--- src/rtl/booth_pkg.sv ---
package booth_pkg;
  typedef enum logic [1:0] {
    OP_SKIP = 2'd0,
    OP_ADD  = 2'd1,
    OP_SUB  = 2'd2
  } booth_op_e;
endpackage

--- src/rtl/booth_recode.sv ---
module booth_recode
  import booth_pkg::*;
(
  input  logic      cur_i,
  input  logic      prev_i,
  output booth_op_e op_o
);
  always_comb begin
    unique case ({cur_i, prev_i})
      2'b10:   op_o = OP_SUB;   // run of ones begins
      2'b01:   op_o = OP_ADD;   // run of ones ends
      default: op_o = OP_SKIP;
    endcase
  end
endmodule

--- src/rtl/booth_ctrl.sv ---
module booth_ctrl #(
  parameter int unsigned N = 4
) (
  input  logic clk_i,
  input  logic rst_ni,
  input  logic start_i,
  output logic load_o,
  output logic step_o,
  output logic busy_o,
  output logic done_o
);
  localparam int unsigned CW = $clog2(N + 1);

  logic [CW-1:0] cnt_q;
  logic          last;

  assign load_o = start_i && !busy_o;
  assign step_o = busy_o;
  assign last   = busy_o && (cnt_q == CW'(1));

  always_ff @(posedge clk_i or negedge rst_ni) begin
    if (!rst_ni) begin
      cnt_q  <= '0;
      busy_o <= 1'b0;
      done_o <= 1'b0;
    end else begin
      done_o <= last;
      if (load_o) begin
        cnt_q  <= CW'(N);
        busy_o <= 1'b1;
      end else if (busy_o) begin
        cnt_q <= cnt_q - CW'(1);
        if (last) busy_o <= 1'b0;
      end
    end
  end

  AST_DONE_NOT_BUSY: assert property (@(posedge clk_i) disable iff (!rst_ni)
    done_o |-> !busy_o);
  AST_DONE_ONE_CYCLE: assert property (@(posedge clk_i) disable iff (!rst_ni)
    done_o |=> !done_o);
  AST_FALL_GIVES_DONE: assert property (@(posedge clk_i) disable iff (!rst_ni)
    $fell(busy_o) |-> done_o);
  AST_START_BUSY_IGNORED: assert property (@(posedge clk_i) disable iff (!rst_ni)
    (busy_o && start_i && !last) |=> busy_o && !done_o);
endmodule

--- src/rtl/booth_datapath.sv ---
module booth_datapath
  import booth_pkg::*;
#(
  parameter int unsigned N = 4
) (
  input  logic           clk_i,
  input  logic           rst_ni,
  input  logic           load_i,
  input  logic           step_i,
  input  logic [N-1:0]   mcand_i,
  input  logic [N-1:0]   mplr_i,
  output logic [2*N-1:0] product_o
);
  localparam int unsigned AW = N + 1;  // guard bit for -2^(N-1)

  logic [N-1:0]  mcand_q;
  logic [AW-1:0] acc_q;
  logic [N-1:0]  low_q;
  logic          ext_q;
  logic [AW-1:0] mc_ext;
  logic [AW-1:0] sum;
  booth_op_e     op;

  booth_recode u_recode (
    .cur_i  (low_q[0]),
    .prev_i (ext_q),
    .op_o   (op)
  );

  assign mc_ext = {mcand_q[N-1], mcand_q};

  always_comb begin
    unique case (op)
      OP_ADD:  sum = acc_q + mc_ext;
      OP_SUB:  sum = acc_q - mc_ext;
      default: sum = acc_q;
    endcase
  end

  always_ff @(posedge clk_i or negedge rst_ni) begin
    if (!rst_ni) begin
      mcand_q <= '0;
      acc_q   <= '0;
      low_q   <= '0;
      ext_q   <= 1'b0;
    end else if (load_i) begin
      mcand_q <= mcand_i;
      acc_q   <= '0;
      low_q   <= mplr_i;
      ext_q   <= 1'b0;
    end else if (step_i) begin
      acc_q <= {sum[AW-1], sum[AW-1:1]};  // arithmetic shift
      low_q <= {sum[0], low_q[N-1:1]};
      ext_q <= low_q[0];
    end
  end

  assign product_o = {acc_q[N-1:0], low_q};

  AST_LOAD_STEP_EXCL: assert property (@(posedge clk_i) disable iff (!rst_ni)
    !(load_i && step_i));
  AST_MCAND_HELD: assert property (@(posedge clk_i) disable iff (!rst_ni)
    !load_i |=> $stable(mcand_q));
  AST_PRODUCT_HELD: assert property (@(posedge clk_i) disable iff (!rst_ni)
    (!load_i && !step_i) |=> $stable(product_o));
  AST_SIGN_GUARD: assert property (@(posedge clk_i) disable iff (!rst_ni)
    step_i |=> (acc_q[AW-1] == acc_q[AW-2]) || !$past(step_i));
endmodule

--- src/rtl/booth_seq_mult.sv ---
module booth_seq_mult #(
  parameter int unsigned N = 4
) (
  input  logic           clk_i,
  input  logic           rst_ni,
  input  logic           start_i,
  input  logic [N-1:0]   mcand_i,
  input  logic [N-1:0]   mplr_i,
  output logic           busy_o,
  output logic           done_o,
  output logic [2*N-1:0] product_o
);
  logic load, step;

  booth_ctrl #(.N(N)) u_ctrl (
    .clk_i   (clk_i),
    .rst_ni  (rst_ni),
    .start_i (start_i),
    .load_o  (load),
    .step_o  (step),
    .busy_o  (busy_o),
    .done_o  (done_o)
  );

  booth_datapath #(.N(N)) u_dp (
    .clk_i     (clk_i),
    .rst_ni    (rst_ni),
    .load_i    (load),
    .step_i    (step),
    .mcand_i   (mcand_i),
    .mplr_i    (mplr_i),
    .product_o (product_o)
  );
endmodule

--- config.mk ---
export PLATFORM = sky130hd
export DESIGN_NAME = booth_seq_mult
export DESIGN_NICKNAME = d
export VERILOG_FILES = /design/src/rtl/booth_pkg.sv /design/src/rtl/booth_recode.sv /design/src/rtl/booth_ctrl.sv /design/src/rtl/booth_datapath.sv /design/src/rtl/booth_seq_mult.sv
export SDC_FILE = /design/constraint.sdc
export NUM_CORES = 1
export LEC_CHECK = 0
export ABC_AREA = 1
export BUFFER_PORTS_ARGS = -buffer_cell sky130_fd_sc_hd__clkbuf_2
export CAP_MARGIN = 20
export CORE_MARGIN = 3
export CORE_UTILIZATION = 50
export CTS_CLUSTER_SIZE = 28
export DETAILED_ROUTE_END_ITERATION = 8
export PLACE_DENSITY = 0.75
export SYNTH_ARGS = -nofsm -noshare
export SYNTH_HDL_FRONTEND = slang
export SYNTH_HIERARCHICAL = 1
export SYNTH_SLANG_ARGS = --single-unit
--- constraint.sdc ---
create_clock -name clk_i -period 2.7 [get_ports clk_i]
set_input_delay 0.54 -clock clk_i [delete_from_list [all_inputs] [get_ports clk_i]]
set_output_delay 0.54 -clock clk_i [all_outputs]
set_load 0.01 [all_outputs]
==> impl_metrics.tcl <==
set metrics [dict create \
    wire_per_inst_um 11.65 \
    path_class "flop to flop" \
    worstMarginPinSlew_ns 0.4487 \
    min_path_type "primary input to asynchronous set/reset pin" \
    ctsRootBufferMaster "clkbuf_4" \
    setup_tns_ns 0 \
    final_antenna_net_count 0 \
    clock_skew_ns 0.01115 \
    multi_input_area_um2 538.0 \
    synth-seq-cells 18 \
    final_cell_count_no_fill 189 \
    drv_cap 0 \
    fin_total_pwr_mw 1.833 \
    p_leak_nw 0.6791 \
    drt_pass1_iterations 4 \
    worstPathArrival_ns 2.37 \
    rsz0062_at_grt "false" \
    seq_area_um2 450.4 \
    finalSetupViolations 0 \
    rrSetupSlack_ns 0.53 \
    gr-usage-all-layers_pct 19.86 \
    status "completed" \
    synth_nets 161 \
    remaining_drc_errors 0 \
    fin_nets 183 \
    fmaxAchievable_ghz 0.4605 \
    place_worst_setup_slack_ns 0.5374 \
    slew_headroom_pct 70.09 \
    ys_seq_area_share_pct 41.10 \
    drtIter0Drc 20 \
    dp_cells 185 \
    htree_levels 1 \
    antenna_found_initial 0 \
    fin_crit_sh_pct 80.42 \
    start_util_pct 54.21 \
    dieArea_mm2 0.002790 \
    num_vias 977 \
    endpoint_kind "flop" \
    timing.final.max_slew_violations 0 \
    grt_pass1_wl_mm 4.126 \
    numCtsBuffers 3 \
    synth_warnings 6 \
    hold_violations 0 \
    cts_resized 0 \
    dp_hpwl_mm 1.760 \
    place.port_buffers 20 \
    grt_pass1_vias 1018 \
    routabilityCongestion 0.8444 \
    die_w_um 52.82 \
    via_per_inst 5.169 \
    fill_cells 185 \
    antennaDiodeCount 0 \
    cts_setup_buffers 0 \
    fin_ws_ns 0.5286 \
    clock_latency_ns 0.30 \
    drive_above_1_share_pct 20.37 \
    wirelength_mm 2.201 \
    ir_drop_uv 594.5 \
    cts_max_path_buffers 2 \
    area_growth_pct 13.93 \
    synth.distinct_cells 24 \
    fin_crit_ns 2.171 \
    mappedNetlistArea_mm2 0.001096 \
    cp_max_fo 7 \
    power_density_mw_per_mm2 1468 \
    clkSinkCount 18 \
    syn_avg_cell_area_um2 7.773 \
    grt_overflow 0 \
    die_h_um 52.82 \
    ctsHoldBuffers 0 \
    syn_inst 141 \
    coreArea_mm2 0.002022 \
    placementRows 16 \
    critPathLaunchType "flop" \
    clk_pin_slew_ns 0.11 \
    num_io_pins 21 \
    grt_max_degree 19 \
    cts_tree "done" \
    cp.required_ns 2.90 \
]
[per-stage QoR]
stage | hold WS (ns) | instance area [um2] | utilization [%]
2_1_floorplan | 0.2444 | 1096 | -
3_3_place_gp | 0.4619 | 1212 | 59.96
3_5_place_dp | 0.4657 | 1212 | 59.96
4_1_cts | 0.1688 | 1249 | 61.76
5_1_grt | 0.1907 | 1249 | 61.76
6_report | 0.1587 | 1249 | 61.76
[per-layer routing]
| layer | wire [um] | vias to the layer above | global-route usage (%) |
|---|---|---|---|
| li1 | - | 499 | - |
| met1 | 965 | 446 | 23.72 |
| met2 | 1086 | 28 | 34.71 |
| met3 | 123 | 4 | 4.274 |
| met4 | 26 | 0 | 6.809 |
| met5 | 0 | - | 0 |
[flip-flops by register name, indices dropped and copies added (netlist names)]
signal and count:
u_dp/acc_q 4, u_dp/low_q 4, u_dp/mcand_q 4, u_ctrl/cnt_q 3
u_ctrl/busy_o 1, u_ctrl/done_o 1, u_dp/ext_q 1
[cells in the final DEF, fill, tap and decap left out, types with 2 or more instances in the layout]
cell type and count:
inv_1 19, nand3_1 9, a31oi_1 3, xor2_1 2
o211ai_1 2, ha_1 8, inv_2 5, o21ai_1 2
nor2_1 10, nand2_2 3, nand2_1 32, o21ai_0 8
clkbuf_4 3, nor3_1 2, o22ai_1 4, a21oi_1 6
dfrtp_1 18, clkbuf_2 20
[logic make-up (layout without fill, tap and decap cells)]
| logic type | count (synthesis) | in the layout | synth area share, % |
|---|---|---|---|
| XOR/XNOR | 2 | 2 | 1.598 |
| adder cells (fa/ha/maj) | 9 | 9 | 10.96 |
| buffers and inverters | 27 | 48 | 9.817 |
| AND/OR/NAND/NOR | 59 | 59 | 23.18 |
| flip-flops | 18 | 18 | 41.10 |
| AO/OA/AOI/OAI | 26 | 26 | 13.36 |
[area by class of cell]
class / instances / area share [%]
clock buffers: 4 / 2.906
inverters: 24 / 7.214
multi-input cells: 96 / 43.09
flip-flops and latches: 18 / 36.07
well taps: 27 / 2.705
repair buffers: 20 / 8.016
[final timing paths]
path | from | to | cells after the start
max in group asynchronous | rst_ni | u_ctrl/cnt_q[1] | 1
max | u_dp/low_q[0] | u_dp/acc_q[3] | 12
min in group clk_i | mcand_i[2] | u_dp/mcand_q[2] | 3
max reg2reg | u_dp/low_q[0] | u_dp/acc_q[3] | 12
min | rst_ni | u_dp/low_q[0] | 1
min reg2reg | u_ctrl/cnt_q[1] | u_ctrl/cnt_q[1] | 2
[synthesized netlist by cell type, drive strengths merged]
cell type | count | area (um2)
o21ai | 10 | 50.05
xor2 | 2 | 17.52
a22oi | 1 | 7.510
dfrtp | 18 | 450.4
o211ai | 2 | 15.01
nand3 | 9 | 45.04
a21oi | 6 | 30.03
inv | 24 | 90.09
nor2b | 1 | 8.760
ha | 8 | 100.1
nand2 | 35 | 138.9
buf | 2 | 12.51
nor3 | 2 | 10.01
a31oi | 3 | 18.77
nor2 | 10 | 37.54
o22ai | 4 | 25.02
or2 | 1 | 6.260
clkbuf | 1 | 5.000
fa | 1 | 20.02
nand3b | 1 | 7.510
[worst max-delay path, cell delays in order, from the launching register on]
cell	delay, ns
dfrtp_1	0.42
nor2_1	0.12
inv_1	0.05
ha_1	0.26
a31oi_1	0.19
xor2_1	0.16
inv_1	0.06
ha_1	0.31
a21oi_1	0.17
nor2b_2	0.15
nand3_1	0.07
nand3_1	0.06
nand2_1	0.05
[power breakdown]
| group | internal, mW | total, mW | switching (mW) | leakage [nW] |
|---|---|---|---|---|
| clock | 0.0822 | 0.170 | 0.0881 | 0.0210 |
| sequential | 0.402 | 0.522 | 0.120 | 0.220 |
| combinational | 0.465 | 1.14 | 0.676 | 0.438 |
Note: power is estimated with default switching activity, not from simulation.
